`src/rtl/cicard_pkg.sv`:
```
package cicard_pkg;
   localparam logic [3:0] OFF_INTCTL  = 4'h0;
   localparam logic [3:0] OFF_BUSCTL2 = 4'h1;
   localparam logic [3:0] OFF_ADDRLO  = 4'h4;
   localparam logic [3:0] OFF_ADDRHI  = 4'h5;
   localparam logic [3:0] OFF_DATA    = 4'h6;
   localparam logic [3:0] OFF_BUSCTL  = 4'h7;
   localparam logic [3:0] OFF_REV     = 4'hF;

   localparam int NUM_SLOTS  = 2;
   localparam int CARD_AW    = 14;
   localparam int BC_SLOT    = 7;
   localparam int BC_SPACE   = 6;
   localparam int BC_RST_TOP = 5;   // slot s reset at BC_RST_TOP - s
   localparam int BC_TS_TOP  = 3;   // slot s pass-through at BC_TS_TOP - s
   localparam int BC_PRS_TOP = 1;   // slot s presence at BC_PRS_TOP - s
   localparam int IC_EN      = 6;
endpackage

```
`src/rtl/cicard_cycle.sv`:
```
module cicard_cycle #(
   parameter int STROBE_LEN = 4
) (
   input  logic clk,
   input  logic rst_n,
   input  logic start,
   input  logic start_we,
   output logic busy,
   output logic last,
   output logic rd_stb,
   output logic wr_stb
);
   localparam int CW = $clog2(STROBE_LEN + 1);

   if (STROBE_LEN < 1) begin : g_bad_len
      $error("STROBE_LEN must be at least 1");
   end

   logic [CW-1:0] cnt_q;
   logic          we_q;

   always_ff @(posedge clk) begin
      if (!rst_n) begin
         busy  <= 1'b0;
         cnt_q <= '0;
         we_q  <= 1'b0;
      end else if (!busy && start) begin
         busy  <= 1'b1;
         cnt_q <= CW'(STROBE_LEN - 1);
         we_q  <= start_we;
      end else if (busy) begin
         if (cnt_q == '0) busy <= 1'b0;
         else             cnt_q <= cnt_q - 1'b1;
      end
   end

   assign last   = busy && (cnt_q == '0);
   assign rd_stb = busy && !we_q;
   assign wr_stb = busy && we_q;

   logic [CW:0] chk_run;
   always_ff @(posedge clk) begin
      if (!rst_n || !busy) chk_run <= '0;
      else                 chk_run <= chk_run + 1'b1;
   end

   AST_STROBE_LEN: assert property (@(posedge clk) disable iff (!rst_n)
      busy |-> (chk_run < (CW+1)'(STROBE_LEN)));
endmodule

```
`src/rtl/cicard_slot_reset.sv`:
```
module cicard_slot_reset #(
   parameter int RST_CYCLES = 20
) (
   input  logic clk,
   input  logic rst_n,
   input  logic start,
   output logic active
);
   localparam int CW = $clog2(RST_CYCLES + 1);

   if (RST_CYCLES < 1) begin : g_bad_rst
      $error("RST_CYCLES must be at least 1");
   end

   logic [CW-1:0] cnt_q;

   always_ff @(posedge clk) begin
      if (!rst_n) begin
         active <= 1'b0;
         cnt_q  <= '0;
      end else if (!active && start) begin
         active <= 1'b1;
         cnt_q  <= CW'(RST_CYCLES - 1);
      end else if (active) begin
         if (cnt_q == '0) active <= 1'b0;
         else             cnt_q  <= cnt_q - 1'b1;
      end
   end

   logic [CW:0] chk_run;
   always_ff @(posedge clk) begin
      if (!rst_n || !active) chk_run <= '0;
      else                   chk_run <= chk_run + 1'b1;
   end

   AST_RST_LEN: assert property (@(posedge clk) disable iff (!rst_n)
      active |-> (chk_run < (CW+1)'(RST_CYCLES)));
endmodule

```
`src/rtl/cicard_cd_sync.sv`:
```
module cicard_cd_sync #(
   parameter int W      = 2,
   parameter int STAGES = 2
) (
   input  logic         clk,
   input  logic         rst_n,
   input  logic [W-1:0] din,
   output logic [W-1:0] level,
   output logic         change
);
   if (STAGES < 2) begin : g_bad_stages
      $error("STAGES must be at least 2");
   end

   logic [W-1:0] stage_q [0:STAGES];

   always_ff @(posedge clk) begin
      if (!rst_n) begin
         for (int k = 0; k <= STAGES; k++) stage_q[k] <= '1;
      end else begin
         stage_q[0] <= din;
         for (int k = 1; k <= STAGES; k++) stage_q[k] <= stage_q[k-1];
      end
   end

   assign level  = stage_q[STAGES-1];
   assign change = |(stage_q[STAGES-1] ^ stage_q[STAGES]);
endmodule

```
`src/rtl/cicard_ctrl.sv`:
```
module cicard_ctrl
   import cicard_pkg::*;
#(
   parameter int         STROBE_LEN  = 4,
   parameter int         RST_CYCLES  = 20,
   parameter int         SYNC_STAGES = 2,
   parameter logic [7:0] REVISION    = 8'h2A
) (
   input  logic        clk,
   input  logic        rst_n,
   input  logic        req,
   input  logic        we,
   input  logic [3:0]  addr,
   input  logic [7:0]  wdata,
   output logic [7:0]  rdata,
   output logic        ready,
   output logic        irq,
   output logic [13:0] card_addr,
   output logic [7:0]  card_wdata,
   input  logic [7:0]  card_rdata,
   output logic [1:0]  card_sel,
   output logic        card_space,
   output logic        card_rd,
   output logic        card_wr,
   output logic [1:0]  card_reset,
   input  logic [1:0]  card_cd_n,
   output logic [1:0]  ts_pass,
   output logic [1:0]  ts_out_en,
   output logic [1:0]  tuner_rst
);
   localparam int LO_W = 7;
   localparam int HI_W = CARD_AW - LO_W;

   if (CARD_AW != 14) begin : g_bad_aw
      $error("card address layout assumes 14 bits");
   end

   logic                 acc, acc_wr, acc_rd;
   logic [LO_W-1:0]      addr_lo_q;
   logic [HI_W-1:0]      addr_hi_q;
   logic                 slot_q, space_q;
   logic [NUM_SLOTS-1:0] ts_q;
   logic [7:0]           ctl2_q;
   logic                 irq_en_q, irq_pend_q;
   logic [7:0]           wdata_q;
   logic [NUM_SLOTS-1:0] rst_start, rst_busy, pres;
   logic                 cd_change;
   logic                 cyc_busy, cyc_last, cyc_rd, cyc_wr;
   logic [7:0]           bc_val, rd_val;

   assign ready  = !cyc_busy;
   assign acc    = req && ready;
   assign acc_wr = acc && we;
   assign acc_rd = acc && !we;

   // card strobe engine
   cicard_cycle #(.STROBE_LEN(STROBE_LEN)) u_cycle (
      .clk      (clk),
      .rst_n    (rst_n),
      .start    (acc && (addr == OFF_DATA)),
      .start_we (we),
      .busy     (cyc_busy),
      .last     (cyc_last),
      .rd_stb   (cyc_rd),
      .wr_stb   (cyc_wr)
   );

   // card detect synchronizer
   cicard_cd_sync #(.W(NUM_SLOTS), .STAGES(SYNC_STAGES)) u_cd (
      .clk    (clk),
      .rst_n  (rst_n),
      .din    (card_cd_n),
      .level  (pres),
      .change (cd_change)
   );

   // per-slot reset engines and bus-control bit packing
   for (genvar s = 0; s < NUM_SLOTS; s++) begin : g_slot
      assign rst_start[s] = acc_wr && (addr == OFF_BUSCTL) && wdata[BC_RST_TOP-s];

      cicard_slot_reset #(.RST_CYCLES(RST_CYCLES)) u_rst (
         .clk    (clk),
         .rst_n  (rst_n),
         .start  (rst_start[s]),
         .active (rst_busy[s])
      );

      assign card_reset[s]            = rst_busy[s];
      assign ts_pass[s]               = ts_q[s];
      assign card_sel[s]              = (cyc_rd || cyc_wr) && (slot_q == s[0]);
      assign bc_val[BC_RST_TOP-s]     = rst_busy[s];
      assign bc_val[BC_TS_TOP-s]      = ts_q[s];
      assign bc_val[BC_PRS_TOP-s]     = pres[s];
   end
   assign bc_val[BC_SLOT]  = slot_q;
   assign bc_val[BC_SPACE] = space_q;

   // register writes
   always_ff @(posedge clk) begin
      if (!rst_n) begin
         addr_lo_q <= '0;
         addr_hi_q <= '0;
         slot_q    <= 1'b0;
         space_q   <= 1'b0;
         ts_q      <= '0;
         ctl2_q    <= '0;
         irq_en_q  <= 1'b0;
         wdata_q   <= '0;
      end else if (acc_wr) begin
         unique case (addr)
            OFF_ADDRLO:  addr_lo_q <= wdata[7:1];
            OFF_ADDRHI:  addr_hi_q <= wdata[HI_W-1:0];
            OFF_BUSCTL2: ctl2_q    <= wdata;
            OFF_INTCTL:  irq_en_q  <= wdata[IC_EN];
            OFF_DATA:    wdata_q   <= wdata;
            OFF_BUSCTL: begin
               slot_q  <= wdata[BC_SLOT];
               space_q <= wdata[BC_SPACE];
               for (int s = 0; s < NUM_SLOTS; s++) ts_q[s] <= wdata[BC_TS_TOP-s];
            end
            default: ;
         endcase
      end
   end

   // interrupt: a new change wins over a same-cycle acknowledge
   always_ff @(posedge clk) begin
      if (!rst_n)                            irq_pend_q <= 1'b0;
      else if (cd_change && irq_en_q)        irq_pend_q <= 1'b1;
      else if (acc_rd && addr == OFF_INTCTL) irq_pend_q <= 1'b0;
   end
   assign irq = irq_pend_q && irq_en_q;

   // read mux
   always_comb begin
      unique case (addr)
         OFF_INTCTL:  rd_val = {1'b0, irq_en_q, 5'b0, irq_pend_q};
         OFF_BUSCTL2: rd_val = ctl2_q;
         OFF_ADDRLO:  rd_val = {addr_lo_q, 1'b0};
         OFF_ADDRHI:  rd_val = {1'b0, addr_hi_q};
         OFF_BUSCTL:  rd_val = bc_val;
         OFF_REV:     rd_val = REVISION;
         default:     rd_val = 8'h00;
      endcase
   end

   always_ff @(posedge clk) begin
      if (!rst_n)                           rdata <= '0;
      else if (acc_rd && addr != OFF_DATA)  rdata <= rd_val;
      else if (cyc_last && cyc_rd)          rdata <= card_rdata;
   end

   assign card_addr  = {addr_hi_q, addr_lo_q};
   assign card_wdata = wdata_q;
   assign card_space = space_q;
   assign card_rd    = cyc_rd;
   assign card_wr    = cyc_wr;
   assign ts_out_en  = {ctl2_q[5], ctl2_q[4]};
   assign tuner_rst  = {ctl2_q[2], ctl2_q[3]};

   AST_SEL_ONEHOT: assert property (@(posedge clk) disable iff (!rst_n)
      $onehot0(card_sel));
   AST_STROBE_HOLDS_READY: assert property (@(posedge clk) disable iff (!rst_n)
      (card_rd || card_wr) |-> !ready);
   AST_ADDR_STABLE: assert property (@(posedge clk) disable iff (!rst_n)
      (cyc_busy && !cyc_last) |=> $stable(card_addr));
   AST_IRQ_ACK: assert property (@(posedge clk) disable iff (!rst_n)
      (acc_rd && addr == OFF_INTCTL && !cd_change) |=> !irq);
endmodule

```
`config.mk`:
```
export PLATFORM = sky130hd
export DESIGN_NAME = cicard_ctrl
export DESIGN_NICKNAME = d
export VERILOG_FILES = /design/src/rtl/cicard_pkg.sv /design/src/rtl/cicard_cycle.sv /design/src/rtl/cicard_slot_reset.sv /design/src/rtl/cicard_cd_sync.sv /design/src/rtl/cicard_ctrl.sv
export SDC_FILE = /design/constraint.sdc
export NUM_CORES = 1
export LEC_CHECK = 0
export ABC_AREA = 1
export CAP_MARGIN = 20
export CELL_PAD_IN_SITES_DETAIL_PLACEMENT = 0
export CELL_PAD_IN_SITES_GLOBAL_PLACEMENT = 1
export CORE_AREA = 2 2 99 101
export CTS_BUF_LIST = sky130_fd_sc_hd__clkbuf_4 sky130_fd_sc_hd__clkbuf_8
export CTS_CLUSTER_DIAMETER = 40
export DETAILED_ROUTE_END_ITERATION = 10
export DIE_AREA = 0 0 101 103
export PLACE_DENSITY_LB_ADDON = 0.1
export SLEW_MARGIN = 10
export SYNTH_ARGS = -nofsm -noshare
export SYNTH_HDL_FRONTEND = slang
export SYNTH_SLANG_ARGS = --single-unit
```
`constraint.sdc`:
```
create_clock -name clk -period 1.28 [get_ports clk]
set_clock_uncertainty 0.1 [all_clocks]
set_input_delay 0.32 -clock clk [delete_from_list [all_inputs] [get_ports clk]]
set_output_delay 0.32 -clock clk [all_outputs]
set_load 0.02 [all_outputs]
```
==> results.py, run 1 <==
metrics = {
    "power": {
        "p_total_mw": 4.57,
        "ir_drop_mv": 0.482,
        "power.density_nw_per_um2": 875,
        "p_leak_nw": 2.35,
    },
    "placed_design": {
        "post-dp-hpwl_um": 6550,
        "dp_cells": 629,
        "globalplace.congestion": 0.861,
        "io_buffers": 70,
    },
    "logic_synthesis": {
        "yosysWarnings": 0,
        "synthMuxAreaShare_pct": 0,
        "syn_inst": 389,
        "synthAdderAreaFrac_pct": 1.68,
        "syn_area_um2": 2990,
        "synthArstFlopShare_pct": 0,
        "synth-simple-area-share_pct": 22.6,
        "synth_nets": 419,
        "syn_avg_cell_area_um2": 7.67,
        "yosysTopAreaCellShare_pct": 44.9,
        "synth-xor-area-share_pct": 1.76,
        "yosys-top-cells-count": "dfxtp_1, nand2_1, a21oi_1",
        "synth_compound_area_share_pct": 20.0,
        "yosysUniqueCellTypes": 28,
        "seq_area_frac_synth_pct": 44.9,
        "synth_area_leaders": "dfxtp_1, a21oi_1, nand2_1",
        "yosys_register_bits": 67,
        "synth_top_family_by_area": "simple AND/OR/NAND/NOR gates",
        "ys.flop_type": "dfxtp_1",
        "synth.most_common_cell": "dfxtp_1",
        "synth_edf_count": 0,
        "yosys.area.top_type": "dfxtp_1",
    },
    "critical_path": {
        "crit_type": "register to register",
        "reg2reg_setup_slack_ns": -0.17,
        "arrival_ns": 1.57,
        "critPathMaxFanout": 6,
        "worst_ep_required_time_ns": 1.40,
        "crit-reg2reg-launch": "u_cycle.busy",
        "rr_endpoint": "card_wdata[6]",
        "max_stage_delay_ns": 0.37,
        "slowest_stage": "dfxtp_4",
        "reg2reg_depth": 8,
        "worstSetupEndpointType": "register",
        "crit_chain": "inv_8 > buf_6 > nand3_4 > buf_12 > buf_12 > nor2_4 > buf_6 > a21oi_1",
        "critPathLaunchType": "register",
    },
    "job": {
        "max_cap_viol_count": 0,
    },
    "worst_hold_path": {
        "min_path_type": "register to register",
        "hold_path_end": "u_cd.stage_q[0][2]",
        "hp-start": "u_cd.stage_q[0][0]",
        "hold_depth": 1,
    },
    "clock_network": {
        "cts-buffers-inserted": 9,
        "clockBufferDepth": 2,
        "clkTransAtPathRegs_ns": 0.07,
        "cts.sinks": 67,
        "clk-insertion-delay-late_ns": 0.34,
        "clock-root-buffer": "clkbuf_8",
        "cts_tree": "built",
        "htreeDepth": 3,
    },
    "detailed_routing": {
        "routed_wl_um": 9910,
        "drt_iter0_drc": 56,
        "antenna_left": 0,
        "dr.pass1.iters": 4,
        "vias": 3189,
        "drt_drc_violations_left": 0,
        "avgRoutedWirePerCell_um": 14.7,
        "via_per_inst": 4.75,
    },
    "global_routing": {
        "grt_pass1_wl_um": 15500,
        "grt_pass1_vias": 3065,
        "grt_overflow": 0,
        "gr-usage-all-layers_pct": 19.3,
        "grt_max_degree": 37,
        "antenna_found_initial": 0,
    },
    "die": {
        "num_io_pins": 71,
        "rows": 36,
        "dieArea_um2": 10400,
        "die_x_um": 101,
        "die_h_um": 103,
        "initial_utilization_pct": 31.6,
        "core_area_um2": 9460,
    },
    "sta": {
        "setup_ws_ns": -0.175,
        "min_period_ns": 1.45,
        "tns_ns": -7.34,
        "hold_viol": 0,
        "drv_slew": 0,
        "rsz0062_at_grt": "true",
        "fmax_mhz": 687,
        "worst_slew_margin_rel_pct": 82.2,
        "setup_viol": 63,
        "fin_crit_sh_pct": 114,
        "tightest_slew_ns": 0.264,
    },
    "finish": {
        "fin_cells": 672,
        "drive_above_1_share_pct": 56.6,
        "syn_to_final_growth_pct": 75.1,
        "fin_nets": 583,
        "num_antenna_cells": 0,
        "final_util_pct": 55.3,
    },
    "outcome": {
        "status": "complete, but fails checks",
        "violations": "setup timing",
    },
}
[what timing repair did]
action,4_1_cts,5_1_grt
pin swaps,29,18
resized for setup,331,86
setup buffers,16,9
hold buffers,0,0
cloned,4,1
endpoints found under the setup margin,106,92
[logic make-up after synthesis]
logic type               after synthesis
flip-flops                            67
AND/OR/NAND/NOR                      135
buffers and inverters                 58
XOR/XNOR                               6
adder cells (fa/ha/maj)                4
AO/OA/AOI/OAI                        119
[cells in the final DEF, fill, tap and decap left out, types with 11 or more instances in the layout]
master	n
a21oi_1	35
a21oi_2	23
buf_4	113
buf_6	21
clkdlybuf4s50_1	20
dfxtp_1	34
dfxtp_2	32
inv_1	20
inv_2	15
nand2_1	44
nand2_2	13
nand3_1	28
nor2_1	13
nor2_4	11
o21ai_1	25
o21ai_2	26
[worst max-delay path: cells and delay by family, from the launching register on]
kind                   cells  cell delay, ns
and+or+nand+nor            2            0.21
AOI/OAI and AO/OA          1            0.06
buffers and inverters      5            0.58
DFF                        1            0.37
[state kept, by name, indices dropped and copies added, names as in the netlist, 3 cells and up]
signal              flops
addr_hi_q               7
ctl2_q                  8
addr_lo_q               7
u_cd.stage_q            6
card_wdata              8
rdata                   8
g_slot.u_rst.cnt_q     10
u_cycle.cnt_q           3
[worst max path at each step]
stage	cells past startpoint	end	start
floorplan	6	ctl2_q[5]	u_cycle.busy
global route	8	card_wdata[6]	u_cycle.busy
global placement	9	rdata[5]	addr[3]
finish	8	card_wdata[6]	u_cycle.busy
CTS	8	ts_pass[1]	u_cycle.busy
detailed placement	9	rdata[2]	addr[3]
[power by group]
group	total (mW)	internal [mW]	switching (mW)
combinational	0.643	0.304	0.339
clock	1.78	0.965	0.811
sequential	2.15	2.13	0.0257
[layer usage]
layer  vias to the layer above  part of all wire (%)  GRT usage (%)
li1                       1633                     -              -
met1                      1486                    48           26.1
met2                        61                    48           31.7
met3                         9                   3.0           3.05
met4                         0                   1.1           6.34
met5                         -                     0              0
[layout make-up]
type                    count  area [um^2]
clock buffers              11          145
clock inverters             5         52.6
fillers                   953         4230
inverters                  39          161
multi-input cells         267         1840
flip-flops and latches     67         1390
well taps                 114          143
repair buffers            169         1500
[through the flow]
| step | worst slack [ns] | hold slack [ns] | instance area [um^2] |
|---|---|---|---|
| after floorplan | -0.00210 | 0.293 | 3030 |
| after global placement | -0.747 | 0.295 | 4360 |
| after detailed placement | -0.782 | 0.304 | 4360 |
| after CTS | -0.181 | 0.322 | 4920 |
| after global routing | -0.233 | 0.349 | 5230 |
| final | -0.175 | 0.318 | 5230 |
No activity file was read; power rests on OpenSTA's default activity.
==> inputs of run 2 (changes only) <==
--- a/config.mk
+++ b/config.mk
@@ -14,6 +14,7 @@
 export CTS_CLUSTER_DIAMETER = 40
 export DETAILED_ROUTE_END_ITERATION = 10
 export DIE_AREA = 0 0 101 103
+export GPL_TIMING_DRIVEN = 0
 export PLACE_DENSITY_LB_ADDON = 0.1
 export SLEW_MARGIN = 10
 export SYNTH_ARGS = -nofsm -noshare
==> run 2 against run 1 <==
Net effect:
- the flow still finishes with violations (setup timing)
- routed wire length increased by 0.30%
- clock-buffer cell count decreased by 1
- core utilization decreased by 2.5 points
- fmax decreased by 0.70%
- critical endpoint is now ctl2_q[0]
==> results.py, run 2 (synthesized netlist as in run 1, its figures left out) <==
metrics = {
    "outcome": {
        "status": "complete, but fails checks",
        "violations": "setup timing",
    },
    "die": {
        "dieArea_um2": 10400,
        "die_h_um": 103,
        "die_x_um": 101,
        "initial_utilization_pct": 31.6,
        "rows": 36,
        "num_io_pins": 71,
        "core_area_um2": 9460,
    },
    "global_routing": {
        "antenna_found_initial": 0,
        "grt_max_degree": 13,
        "grt_pass1_wl_um": 15000,
        "grt_pass1_vias": 2818,
        "grt_overflow": 0,
        "gr-usage-all-layers_pct": 18.9,
    },
    "power": {
        "p_total_mw": 4.70,
        "p_leak_nw": 2.19,
        "switching_share_pct": 25.7,
        "p_int_mw": 3.49,
        "ir_drop_mv": 0.425,
        "power_frac_clock_pct": 42.9,
        "p_comb_share_pct": 11.5,
        "power.density_nw_per_um2": 942,
        "seq_power_share_pct": 45.6,
        "power_switching_mw": 1.21,
    },
    "critical_path": {
        "critPathLaunchType": "register",
        "path_buf_inv": 3,
        "crit_chain": "inv_8 > nand3_4 > nor2_4 > buf_6 > buf_6 > a21oi_1",
        "path_delay_family": "simple AND/OR/NAND/NOR gates",
        "worst_ep_required_time_ns": 1.41,
        "crit_top_cell": "buf_6",
        "reg2reg_depth": 6,
        "critPathMaxFanout": 7,
        "crit_type": "register to register",
        "reg2reg_setup_slack_ns": -0.18,
        "arrival_ns": 1.60,
        "max_stage_delay_ns": 0.38,
        "slowest_stage": "dfxtp_4",
        "crit-reg2reg-launch": "u_cycle.busy",
        "worstSetupEndpointType": "register",
        "rr_endpoint": "ctl2_q[0]",
    },
    "placed_design": {
        "dpl_worst_slack_ns": -0.876,
        "post-dp-hpwl_um": 6510,
        "io_buffers": 70,
        "globalplace.congestion": 0.817,
        "dp_cells": 573,
    },
    "finish": {
        "final_common_cell": "buf_4",
        "num-fill-cells": 933,
        "mostFrequentLayoutCells": "buf_4, nand2_1, buf_6",
        "regMostFlops": "g_slot.u_rst.cnt_q",
        "syn_to_final_growth_pct": 67.1,
        "largest_reg_flops": 10,
        "num_antenna_cells": 0,
        "fin_nets": 550,
        "fin_cells": 639,
        "drive_above_1_share_pct": 55.0,
        "multi_input_area_um2": 1790,
        "regArea_um2": 1420,
    },
    "detailed_routing": {
        "drt_drc_violations_left": 0,
        "antenna_left": 0,
        "vias": 3136,
        "routed_wl_um": 9940,
        "drt_iter0_drc": 83,
        "via_per_inst": 4.91,
        "avgRoutedWirePerCell_um": 15.5,
        "dr.pass1.iters": 5,
    },
    "clock_network": {
        "clk-insertion-delay-late_ns": 0.35,
        "clkTransAtPathRegs_ns": 0.07,
        "htreeDepth": 3,
        "cts_hold_buf": 0,
        "cts.sinks": 67,
        "clockBufferDepth": 2,
        "clock-root-buffer": "clkbuf_8",
        "cts-buffers-inserted": 9,
        "cts_tree": "built",
    },
    "worst_hold_path": {
        "hold_depth": 1,
        "hp-start": "u_cd.stage_q[0][1]",
        "hold_path_end": "u_cd.stage_q[0][3]",
        "min_path_type": "register to register",
    },
    "sta": {
        "rsz0062_at_grt": "true",
        "hold_viol": 0,
        "whs_ns": 0.315,
        "fin_crit_sh_pct": 114,
        "fmax_mhz": 683,
        "min_period_ns": 1.46,
        "worst_slew_margin_rel_pct": 56.7,
        "tightest_slew_ns": 0.650,
        "setup_viol": 62,
        "setup_ws_ns": -0.185,
        "drv_slew": 0,
    },
    "job": {
        "max_cap_viol_count": 0,
    },
}
-- run 2: changes by cell type in the layout (fill, tap and decap cells not counted), moves of 4 or more --
| cell | before | now |
|---|---|---|
| buf_12 | 6 | 2 |
| buf_4 | 113 | 65 |
| buf_6 | 21 | 39 |
| clkbuf_2 | 0 | 6 |
| dfxtp_1 | 34 | 20 |
| dfxtp_2 | 32 | 38 |
| dfxtp_4 | 1 | 9 |
| inv_1 | 20 | 24 |
| inv_2 | 15 | 10 |
| o21ai_0 | 5 | 14 |
| o21ai_1 | 25 | 16 |
-- run 2: area by class of cell --
class | instances | area share, %
Multi-Input combinational cell | 265 | 35.9
Sequential cell | 67 | 28.5
Timing Repair Buffer | 125 | 22.7
Inverter | 39 | 3.29
Tap cell | 114 | 2.86
Clock buffer | 10 | 2.76
Buffer | 13 | 2.13
Clock inverter | 6 | 1.78
-- run 2: worst register-to-register path, stage by stage (launching register included) --
cell     delay (ns)
dfxtp_4        0.38
inv_8          0.07
nand3_4        0.19
nor2_4         0.29
buf_6          0.17
buf_6          0.10
a21oi_1        0.05
-- run 2: through the flow --
stage | util [%] | setup TNS, ns | instance area [um^2]
floorplan | - | -0.00497 | 3030
global placement | 40.9 | -53.61 | 3870
detailed placement | 40.9 | -53.74 | 3870
CTS | 48.7 | -5.93 | 4610
global route | 52.7 | -9.26 | 4990
finish | 52.7 | -5.38 | 4990
-- run 2: metal layers --
layer | track usage, % | share of wire [%]
met1 | 24.8 | 45
met2 | 31.7 | 49
met3 | 3.25 | 4.4
met4 | 6.44 | 1.4
met5 | 0 | 0
-- run 2: power groups by stage --
| stage | Combinational [mW] | Clock [mW] | Sequential [mW] |
|---|---|---|---|
| 3_3_place_gp | 0.438 | 0 | 2.20 |
| 6_report | 0.542 | 2.01 | 2.14 |
| 5_1_grt | 0.584 | 2.16 | 2.15 |
| 2_1_floorplan | 0.190 | 0 | 2.23 |
| 4_1_cts | 0.499 | 2.06 | 2.15 |
| 3_5_place_dp | 0.439 | 0 | 2.20 |
-- run 2: how the worst max path moves through the flow --
stage / startpoint / cells past startpoint / endpoint / slack (ns)
global route: u_cycle.busy / 6 / ctl2_q[5] / -0.23
finish: u_cycle.busy / 6 / ctl2_q[0] / -0.18
floorplan: u_cycle.busy / 6 / ctl2_q[5] / -0.002
global placement: addr[3] / 7 / g_slot[1].u_rst.cnt_q[2] / -0.88
detailed placement: addr[3] / 7 / g_slot[1].u_rst.cnt_q[2] / -0.88
CTS: g_slot[0].u_rst.cnt_q[1] / 10 / g_slot[0].u_rst.cnt_q[1] / -0.17
-- run 2: what timing repair did --
| item | 4_1_cts | 5_1_grt |
|---|---|---|
| endpoints found under the setup margin | 110 | 100 |
| cloned | 6 | 0 |
| pin swaps | 34 | 20 |
| hold endpoints to repair | 0 | 0 |
| gates resized for setup | 373 | 88 |
| buffers inserted | 29 | 23 |
==> inputs of run 3 (changes only) <==
==> constraint.sdc (replaced) <==
create_clock -name clk -period 1.28 [get_ports clk]
set_clock_uncertainty 0.1 [all_clocks]
set_input_delay 0.192 -clock clk [delete_from_list [all_inputs] [get_ports clk]]
set_output_delay 0.192 -clock clk [all_outputs]
set_load 0.02 [all_outputs]
==> run 3 against run 2 <==
Net effect:
- the flow still finishes with violations (setup timing)
- combinational power is 5.9% lower
- sequential share of layout area is 0.84 points higher
- setup slack better by 0.0025 ns
- clock power shrank 11%
- flip-flop and latch count did not move
- routed wire length decreased by 3.0%
- critical endpoint is now ctl2_q[5]
- largest cell class unchanged
- largest power group unchanged
- highest routed layer unchanged
==> results.py, run 3 (synthesized netlist as in run 1, its figures left out) <==
metrics = {
    "outcome": {
        "status": "complete, but fails checks",
        "violations": "setup timing",
    },
    "detailed_routing": {
        "routed_wl_um": 9640,
        "vias": 3041,
        "dr.pass1.iters": 5,
        "drt_iter0_drc": 88,
        "avgRoutedWirePerCell_um": 15.3,
        "via_per_inst": 4.82,
        "drt_drc_violations_left": 0,
        "antenna_left": 0,
    },
    "placed_design": {
        "dp_cells": 573,
        "post-dp-hpwl_um": 6540,
        "globalplace.congestion": 0.853,
        "io_buffers": 70,
    },
    "job": {
        "max_cap_viol_count": 0,
    },
    "sta": {
        "fmax_mhz": 684,
        "whs_ns": 0.301,
        "fin_crit_sh_pct": 114,
        "hold_viol": 0,
        "setup_viol": 56,
        "setup_ws_ns": -0.182,
        "drv_slew": 0,
        "tns_ns": -5.21,
        "min_period_ns": 1.46,
        "tightest_slew_ns": 0.691,
        "rsz0062_at_grt": "true",
        "worst_slew_margin_rel_pct": 53.9,
    },
    "clock_network": {
        "clkTransAtPathRegs_ns": 0.08,
        "htreeDepth": 3,
        "cts_hold_buf": 0,
        "clockBufferDepth": 2,
        "cts.sinks": 67,
        "cts_tree": "built",
        "cts-buffers-inserted": 9,
        "clock-root-buffer": "clkbuf_8",
        "clk-insertion-delay-late_ns": 0.35,
    },
    "power": {
        "ir_drop_mv": 0.611,
        "p_comb_share_pct": 11.5,
        "seq_power_share_pct": 48.4,
        "power.density_nw_per_um2": 948,
        "p_total_mw": 4.44,
        "switching_share_pct": 26.7,
        "p_int_mw": 3.26,
        "p_leak_nw": 2.11,
        "power_switching_mw": 1.19,
        "power_frac_clock_pct": 40.2,
    },
    "critical_path": {
        "arrival_ns": 1.65,
        "worst_ep_required_time_ns": 1.47,
        "critPathMaxFanout": 7,
        "critPathLaunch": "req",
        "crit-reg2reg-launch": "u_cycle.busy",
        "critPathLaunchType": "input pin",
        "worstSetupEndpointType": "register",
        "crit_type": "input pin to register",
    },
    "finish": {
        "fin_nets": 542,
        "fin_cells": 631,
        "num_antenna_cells": 0,
        "final_common_cell": "nand2_1",
        "final_util_pct": 49.6,
        "regMostFlops": "g_slot.u_rst.cnt_q",
        "largest_reg_flops": 10,
        "mostFrequentLayoutCells": "nand2_1, dfxtp_1, a21oi_1",
        "syn_to_final_growth_pct": 57.0,
        "drive_above_1_share_pct": 46.2,
    },
    "die": {
        "core_area_um2": 9460,
        "num_io_pins": 71,
        "die_x_um": 101,
        "initial_utilization_pct": 31.6,
        "die_h_um": 103,
        "dieArea_um2": 10400,
        "rows": 36,
    },
    "global_routing": {
        "grt_pass1_wl_um": 15200,
        "grt_pass1_vias": 2889,
        "antenna_found_initial": 0,
        "gr-usage-all-layers_pct": 19.3,
        "grt_overflow": 0,
        "grt_max_degree": 15,
    },
    "worst_hold_path": {
        "min_path_type": "input pin to register",
        "hp-start": "rst_n",
    },
}
==> run 3: worst paths after layout <==
| kind | endpoint | cells after the start | slack, ns |
|---|---|---|---|
| setup / recovery | ctl2_q[5] | 7 | -0.18 |
| hold reg to reg | u_cd.stage_q[0][2] | 1 | 0.33 |
| hold / removal | u_cycle.cnt_q[2] | 3 | 0.30 |
| setup reg to reg | ctl2_q[5] | 7 | -0.16 |
==> run 3: per-layer routing <==
metal  GRT usage, %  share of wire [%]  up-vias
met2           31.9                 49       73
met3           4.88                5.0        9
met5              0                  0        -
li1               -                  -     1546
met4           4.68               0.96        0
met1           25.5                 45     1413
==> run 3: per-stage QoR <==
stage | worst slack, ns | instance area (um^2)
final | -0.182 | 4690
after CTS | -0.167 | 4510
after floorplan | -0.00210 | 3020
after global routing | -0.221 | 4690
after global placement | -0.747 | 3860
after detailed placement | -0.770 | 3860
==> run 3: cell type report <==
cell class | instances | area, um^2
flip-flops and latches | 67 | 1380
fillers | 990 | 4770
plain buffers | 18 | 131
well taps | 114 | 143
multi-input cells | 264 | 1720
inverters | 39 | 156
clock buffers | 10 | 131
clock inverters | 6 | 66.3
repair buffers | 113 | 966
==> run 3: power by group through the flow <==
stage / Combinational (mW) / Clock (mW) / Sequential, mW
global route: 0.553 / 1.94 / 2.15
CTS: 0.491 / 1.83 / 2.15
finish: 0.510 / 1.78 / 2.15
floorplan: 0.190 / 0 / 2.23
global placement: 0.436 / 0 / 2.20
detailed placement: 0.438 / 0 / 2.20
==> run 3: repair_timing <==
action	4_1_cts	5_1_grt
setup endpoints to repair	108	88
pin swaps	22	19
gates resized for setup	271	81
gates cloned	4	0
setup buffers	28	12
==> run 3: critical path, stage by stage <==
cell and delay, ns:
clkdlybuf4s50_1 0.58, nand3_4 0.14, buf_4 0.17, nor2_4 0.21, buf_6 0.17, o21ai_2 0.06
a21oi_2 0.12
